File: config.mk
export PLATFORM = sky130hd
export DESIGN_NAME = opnd_addr_gen
export DESIGN_NICKNAME = d
export VERILOG_FILES = /design/src/rtl/opag_pkg.sv /design/src/rtl/opag_sfr_match.sv /design/src/rtl/opag_rn_map.sv /design/src/rtl/opag_index_add.sv /design/src/rtl/opnd_addr_gen.sv
export SDC_FILE = /design/constraint.sdc
export NUM_CORES = 1
export LEC_CHECK = 0
export CORE_UTILIZATION = 44
export DETAILED_ROUTE_END_ITERATION = 10
export GPL_ROUTABILITY_DRIVEN = 1
export PLACE_DENSITY = 0.92
export SYNTH_ARGS = -nofsm -noshare
export SYNTH_HDL_FRONTEND = slang
export SYNTH_SLANG_ARGS = --single-unit
File: constraint.sdc
create_clock -name clk -period 3.21 [get_ports clk]
set_input_delay 0.321 -clock clk [delete_from_list [all_inputs] [get_ports clk]]
set_output_delay 0.321 -clock clk [all_outputs]
set_load 0.005 [all_outputs]
File: src/rtl/opag_pkg.sv
// Package: shared encodings for the operand address resolver.
// Assumes: mode and target codes are fixed by the core's decode stage.
package opag_pkg;
    localparam logic [2:0] MODE_IMM  = 3'd0;
    localparam logic [2:0] MODE_REG  = 3'd1;
    localparam logic [2:0] MODE_DIR  = 3'd2;
    localparam logic [2:0] MODE_PTR  = 3'd3;
    localparam logic [2:0] MODE_CODE = 3'd4;
    localparam logic [2:0] MODE_XDAT = 3'd5;

    typedef enum logic [2:0] {
        TGT_NONE  = 3'd0,
        TGT_LRAM  = 3'd1,
        TGT_URAM  = 3'd2,
        TGT_SFR   = 3'd3,
        TGT_CODE  = 3'd4,
        TGT_XDATA = 3'd5
    } tgt_e;

    typedef struct packed {
        tgt_e        tgt;
        logic [15:0] addr;
        logic        ill;
    } res_t;
endpackage

File: src/rtl/opag_sfr_match.sv
// Module: compares a byte address against a parameter list of implemented
// special-function registers, one comparator per entry.
// Assumes: LIST holds N_SFR byte entries, entry i at bits [8i+7:8i].
module opag_sfr_match #(
    parameter int unsigned N_SFR = 21,
    parameter logic [8*N_SFR-1:0] LIST = '0
) (
    input  logic [7:0] addr_i,
    output logic       hit_o
);
    logic [N_SFR-1:0] eq;

    // One equality comparator per listed register address.
    for (genvar i = 0; i < N_SFR; i++) begin : g_cmp
        assign eq[i] = (addr_i == LIST[i*8 +: 8]);
    end

    // Any comparator match means the address is implemented.
    assign hit_o = |eq;
endmodule

File: src/rtl/opag_rn_map.sv
// Module: relocates register Rn into internal RAM using the bank bits.
// Assumes: banks are 2**RN_W bytes long and start at address 0.
module opag_rn_map #(
    parameter int unsigned RN_W = 3,
    parameter int unsigned BK_W = 2,
    parameter int unsigned DW   = 8
) (
    input  logic [BK_W-1:0] bank_i,
    input  logic [RN_W-1:0] rn_i,
    output logic [DW-1:0]   ram_addr_o
);
    localparam int unsigned PAD = DW - RN_W - BK_W;

    // Address is bank times bank size plus register number.
    assign ram_addr_o = {{PAD{1'b0}}, bank_i, rn_i};
endmodule

File: src/rtl/opag_index_add.sv
// Module: forms an indexed code address as base plus unsigned offset.
// Assumes: the sum wraps at 2**AW, with no carry out kept.
module opag_index_add #(
    parameter int unsigned AW = 16,
    parameter int unsigned DW = 8
) (
    input  logic [AW-1:0] base_i,
    input  logic [DW-1:0] off_i,
    output logic [AW-1:0] sum_o
);
    // Zero-extend the offset and add; the top carry is dropped.
    assign sum_o = base_i + {{(AW-DW){1'b0}}, off_i};
endmodule

File: src/rtl/opnd_addr_gen.sv
// Module: top of the operand address resolver. Decodes the mode, picks the
// target space and address, flags illegal requests, registers the result.
// Assumes: pointer register contents and bank bits are current when sampled;
// illegal requests are reported with target none and address zero.
module opnd_addr_gen
    import opag_pkg::*;
#(
    parameter int unsigned DW    = 8,
    parameter int unsigned AW    = 16,
    parameter int unsigned RN_W  = 3,
    parameter int unsigned BK_W  = 2,
    parameter int unsigned N_SFR = 21,
    parameter logic [8*N_SFR-1:0] SFR_LIST = {
        8'h80, 8'h81, 8'h82, 8'h83, 8'h87, 8'h88, 8'h89,
        8'h8A, 8'h8B, 8'h8C, 8'h8D, 8'h90, 8'h98, 8'h99,
        8'hA0, 8'hA8, 8'hB0, 8'hB8, 8'hD0, 8'hE0, 8'hF0}
) (
    input  logic            clk,
    input  logic            rst_n,
    input  logic [2:0]      mode_i,
    input  logic [RN_W-1:0] rsel_i,
    input  logic [DW-1:0]   opnd_i,
    input  logic [DW-1:0]   acc_i,
    input  logic [AW-1:0]   dptr_i,
    input  logic [BK_W-1:0] bank_i,
    input  logic [DW-1:0]   ptr0_i,
    input  logic [DW-1:0]   ptr1_i,
    output logic [2:0]      tgt_o,
    output logic [AW-1:0]   addr_o,
    output logic            illegal_o
);
    localparam int unsigned XW = AW - DW;

    logic          sfr_hit;
    logic [DW-1:0] rn_addr;
    logic [AW-1:0] code_addr;
    logic [DW-1:0] ptr_val;
    logic          ptr_ok;
    res_t          res_d, res_q;

    opag_sfr_match #(.N_SFR(N_SFR), .LIST(SFR_LIST)) u_sfr (
        .addr_i (opnd_i),
        .hit_o  (sfr_hit)
    );

    opag_rn_map #(.RN_W(RN_W), .BK_W(BK_W), .DW(DW)) u_rn (
        .bank_i     (bank_i),
        .rn_i       (rsel_i),
        .ram_addr_o (rn_addr)
    );

    opag_index_add #(.AW(AW), .DW(DW)) u_idx (
        .base_i (dptr_i),
        .off_i  (acc_i),
        .sum_o  (code_addr)
    );

    // Pointer selection: only R0 and R1 may serve as pointers.
    always_comb begin
        ptr_ok  = (rsel_i[RN_W-1:1] == '0);
        ptr_val = rsel_i[0] ? ptr1_i : ptr0_i;
    end

    // Mode decode: choose target space and address, or flag illegal.
    always_comb begin
        res_d = '{tgt: TGT_NONE, addr: '0, ill: 1'b0};
        unique case (mode_i)
            MODE_IMM: res_d.addr = {{XW{1'b0}}, opnd_i};
            MODE_REG: begin
                res_d.tgt  = TGT_LRAM;
                res_d.addr = {{XW{1'b0}}, rn_addr};
            end
            MODE_DIR: begin
                if (!opnd_i[DW-1]) begin
                    res_d.tgt  = TGT_LRAM;
                    res_d.addr = {{XW{1'b0}}, opnd_i};
                end else if (sfr_hit) begin
                    res_d.tgt  = TGT_SFR;
                    res_d.addr = {{XW{1'b0}}, opnd_i};
                end else begin
                    res_d.ill = 1'b1;
                end
            end
            MODE_PTR: begin
                if (ptr_ok) begin
                    res_d.tgt  = ptr_val[DW-1] ? TGT_URAM : TGT_LRAM;
                    res_d.addr = {{XW{1'b0}}, ptr_val};
                end else begin
                    res_d.ill = 1'b1;
                end
            end
            MODE_CODE: begin
                res_d.tgt  = TGT_CODE;
                res_d.addr = code_addr;
            end
            MODE_XDAT: begin
                res_d.tgt  = TGT_XDATA;
                res_d.addr = dptr_i;
            end
            default: res_d.ill = 1'b1;
        endcase
    end

    // Output register: one cycle latency, cleared by synchronous reset.
    always_ff @(posedge clk) begin
        if (!rst_n) res_q <= '{tgt: TGT_NONE, addr: '0, ill: 1'b0};
        else        res_q <= res_d;
    end

    assign tgt_o     = res_q.tgt;
    assign addr_o    = res_q.addr;
    assign illegal_o = res_q.ill;

    // R8: a pointer request through R2..R7 is flagged one cycle later.
    a_r8_bad_pointer: assert property (@(posedge clk) disable iff (!rst_n)
        (mode_i == MODE_PTR && rsel_i[RN_W-1:1] != '0) |=> illegal_o);

    // R7: pointer at or above the boundary never lands in SFR space.
    a_r7_ptr_upper: assert property (@(posedge clk) disable iff (!rst_n)
        (mode_i == MODE_PTR && rsel_i[RN_W-1:1] == '0 &&
         (rsel_i[0] ? ptr1_i[DW-1] : ptr0_i[DW-1]))
        |=> (tgt_o == TGT_URAM));

    // R5: low direct addresses go to lower RAM unchanged.
    a_r5_direct_low: assert property (@(posedge clk) disable iff (!rst_n)
        (mode_i == MODE_DIR && !opnd_i[DW-1])
        |=> (tgt_o == TGT_LRAM && addr_o == {{XW{1'b0}}, $past(opnd_i)}));

    // R6: any SFR result carries an address in the upper half of the byte range.
    a_r6_sfr_range: assert property (@(posedge clk) disable iff (!rst_n)
        (tgt_o == TGT_SFR) |-> (addr_o[AW-1:DW] == '0 && addr_o[DW-1]));

    // R9: indexed code address is the wrapped sum of the sampled operands.
    a_r9_index_wrap: assert property (@(posedge clk) disable iff (!rst_n)
        (mode_i == MODE_CODE)
        |=> (tgt_o == TGT_CODE &&
             addr_o == AW'($past(dptr_i) + {{XW{1'b0}}, $past(acc_i)})));

    // R11: unassigned mode codes are flagged.
    a_r11_bad_mode: assert property (@(posedge clk) disable iff (!rst_n)
        (mode_i > MODE_XDAT) |=> illegal_o);

    // R6 / R8 / R11: an illegal result never names a target or address.
    a_r8_ill_quiet: assert property (@(posedge clk) disable iff (!rst_n)
        illegal_o |-> (tgt_o == TGT_NONE && addr_o == '0));
endmodule

==> results.tsv <==
stage	metric	value	unit
global_routing	grt_start_max_net_pins	19	
timing	finalMaxSlewViolations	0	
clocking	postCtsSetupRepairBufs	0	
power_and_ir_drop	clockPowerShare	21.3	%
power_and_ir_drop	ir_drop	136	uV
run_status	status	finished, final reports clean	
worst_hold_path	hold_end	addr_o[15]	
detailed_routing	drtAntennaViolNets	0	
worst_hold_path	hold_path.class	in -> reg	
finish	drive_gt1_share	4.09	%
timing	period_share	75.2	%
worst_setup_path	critPathArrivalTime	2630	ps
finish	seqCellArea	400	um2
timing	fin_tns_setup	0	ps
worst_setup_path	critPathTopFamily	adder cells	
timing	setup_viol_count_final	0	
synthesis	syn_nets	262	
global_routing	grt_overflow_total	0	
timing	hold_violations	0	
worst_setup_path	crit_type	in -> reg	
worst_setup_path	crit_path_start_kind	input port	
detailed_routing	wl_per_cell	14.5	um
power_and_ir_drop	power_density	269	nW/um2
run	maxCapViolCount	0	
worst_hold_path	hold_depth	3	
detailed_routing	wl	4.56	mm
worst_setup_path	critPathSlowestCell	clkdlybuf4s50_1	
finish	fin_nets	337	
synthesis	yosys_warnings	0	
worst_setup_path	worst-path-max-fanout	8	
global_routing	antenna_found_initial	0	
power_and_ir_drop	power.internal	0.000466	W
finish	num-fill-cells	283	
synthesis	synth_area_leaders	dfxtp_1, mux2i_1, ha_1	
clocking	path_clk_slew	110	ps
finish	final_cells	315	
synthesis	synth_area_per_cell	8.03	um2
timing	grt_setup_unrepaired	no	
die	core-area	3360	um2
detailed_routing	drc_errors	0	
global_routing	grt_first_pass_wirelength	7.29	mm
power_and_ir_drop	seqPwrFrac	40.7	%
detailed_routing	drt_first_pass_iters	5	
global_routing	first_global_vias	1599	
clocking	clockBufferDepth	2	
synthesis	synth_top_cell_area_share	25.6	%
place	dp_cells	311	
synthesis	synth_seq_cells	20	
synthesis	synth-seq-area-share	25.6	%
clocking	cts_tree	yes	
finish	multi_input_area	1100	um2
die	row_count	21	
synthesis	syn_inst	195	
detailed_routing	via_count	1800	
synthesis	synth_most_common_cell	dfxtp_1	
worst_setup_path	end_kind	flop	
clocking	clkSinkCount	20	
power_and_ir_drop	switching_power	0.000179	W
die	die-height	61.6	um
die	die_area	3800	um2
timing	finalWorstPathRequiredPeriod	2410	ps
die	num_io_pins	78	
synthesis	synth_area	1570	um2
timing	slew_headroom	56.1	%
worst_hold_path	hp-start	dptr_i[15]	
power_and_ir_drop	switching_share	27.8	%
clocking	h-tree-depth	1	
place	dpl.hpwl	3.83	mm
timing	holdWs	618	ps
detailed_routing	avgViaCountPerCell	5.71	
power_and_ir_drop	p_leak	0.926	nW
die	die_x	61.6	um
finish	synthToLayoutAreaGrowth	53.2	%
global_routing	grt.total_usage	26.0	%
place	portBuffers	77	
power_and_ir_drop	pwr-share-comb	38.1	%
detailed_routing	drtIter0Drc	112	
synthesis	synth_edf_count	0	
synthesis	synth_ff_type	dfxtp_1	
clocking	cts_hold_buffers	0	
power_and_ir_drop	finalPower	0.000645	W
synthesis	synth_common_cells	dfxtp_1, a21oi_1, nand2_1	
place	gp_congestion	0.879	
finish	antennaDiodeCount	0	
synthesis	synth_cell_type_count	50	
worst_setup_path	path_buf_inv	2	
synthesis	async_flop_share	0	%
clocking	root_buffer	clkbuf_4	
timing	fmax	414	MHz
clocking	cts_resized	0	
worst_setup_path	cp_slowest_stage_delay	490	ps
synthesis	synth.largest_area_cell	dfxtp_1	
worst_setup_path	crit_chain	clkdlybuf4s50_1 > ha_1 > inv_1 > fa_1 > nand2b_1 > a21oi_1 > o32ai_2 > or3_1 > a21oi_1	
die	start_util	46.5	%
worst_setup_path	crit_top_cell	a21oi_1	
worst_setup_path	crit_required	3430	ps
timing	tightestPinTransition	656	ps
clocking	cts_buffers	3	
[logic make-up after synthesis]
family | synth area share (%)
buffers and inverters | 4.00
and+or+nand+nor | 22.9
AOI/OAI and AO/OA | 30.1
muxes | 9.11
DFF | 25.6
xor gates and xnor gates | 0.560
adders and majority gates | 7.67
[cells in the final DEF (no fill, tap or decap), types with 2 or more instances in the layout]
cell and n:
and3_1 5, inv_1 8, o21ai_1 3, nand2b_1 3
mux2_2 2, nand2_1 15, a2111o_1 3, nor3_1 3
a21oi_1 18, o21ai_0 9, o21a_1 2, nand3b_1 3
a21o_1 2, a22o_1 3, o2bb2ai_1 2, a22oi_1 3
nand3_1 9, ha_1 8, nor2b_1 6, o31ai_1 3
nor2_1 11, dfxtp_1 20, o22ai_1 6, mux2i_1 12
clkbuf_4 3, clkdlybuf4s50_1 77, or3_1 7, and2_1 2
[flip-flops by register name (all words and copies together) (netlist names)]
name       count
addr_o        16
tgt_o          3
illegal_o      1
[power groups by stage]
stage | clock (W) | combinational, W | sequential [W]
after floorplan | 0 | 0.000116 | 0.000269
after global placement | 0 | 0.000238 | 0.000268
after detailed placement | 0 | 0.000242 | 0.000268
after CTS | 0.000140 | 0.000243 | 0.000263
after global routing | 0.000152 | 0.000269 | 0.000263
final | 0.000137 | 0.000246 | 0.000262
[through the flow]
step / utilization, % / setup WS (ps) / area [um2]
6_report: 71.3 / 796 / 2400
4_1_cts: 71.3 / 810 / 2400
3_5_place_dp: 70.2 / 525 / 2360
2_1_floorplan: - / 1240 / 1570
5_1_grt: 71.3 / 623 / 2400
3_3_place_gp: 70.2 / 615 / 2360
[worst max-delay path by stage]
stage,from,endpoint,depth (start not counted)
final,dptr_i[0],addr_o[10],9
after global routing,dptr_i[0],addr_o[10],9
after floorplan,acc_i[0],addr_o[10],8
after CTS,dptr_i[0],addr_o[8],9
after detailed placement,dptr_i[0],addr_o[10],9
after global placement,dptr_i[0],addr_o[10],9
[layout make-up]
cell class                 instances  area share [%]
timing repair buffer              77            32.2
tap                               46            2.40
inverter                           8            1.25
sequential                        20            16.7
multi-input combinational        160            46.0
clock buffer                       4            1.51
[routing by layer]
| metal | track usage (%) | wire length [um] | vias up | share of wire [%] |
|---|---|---|---|---|
| met5 | 0 | 0 | - | 0 |
| met1 | 34.0 | 2010 | 830 | 44 |
| li1 | - | - | 888 | - |
| met3 | 4.62 | 236 | 8 | 5.2 |
| met4 | 7.62 | 81 | 0 | 1.8 |
| met2 | 43.5 | 2240 | 74 | 49 |
(Power assumes the default switching activity.)
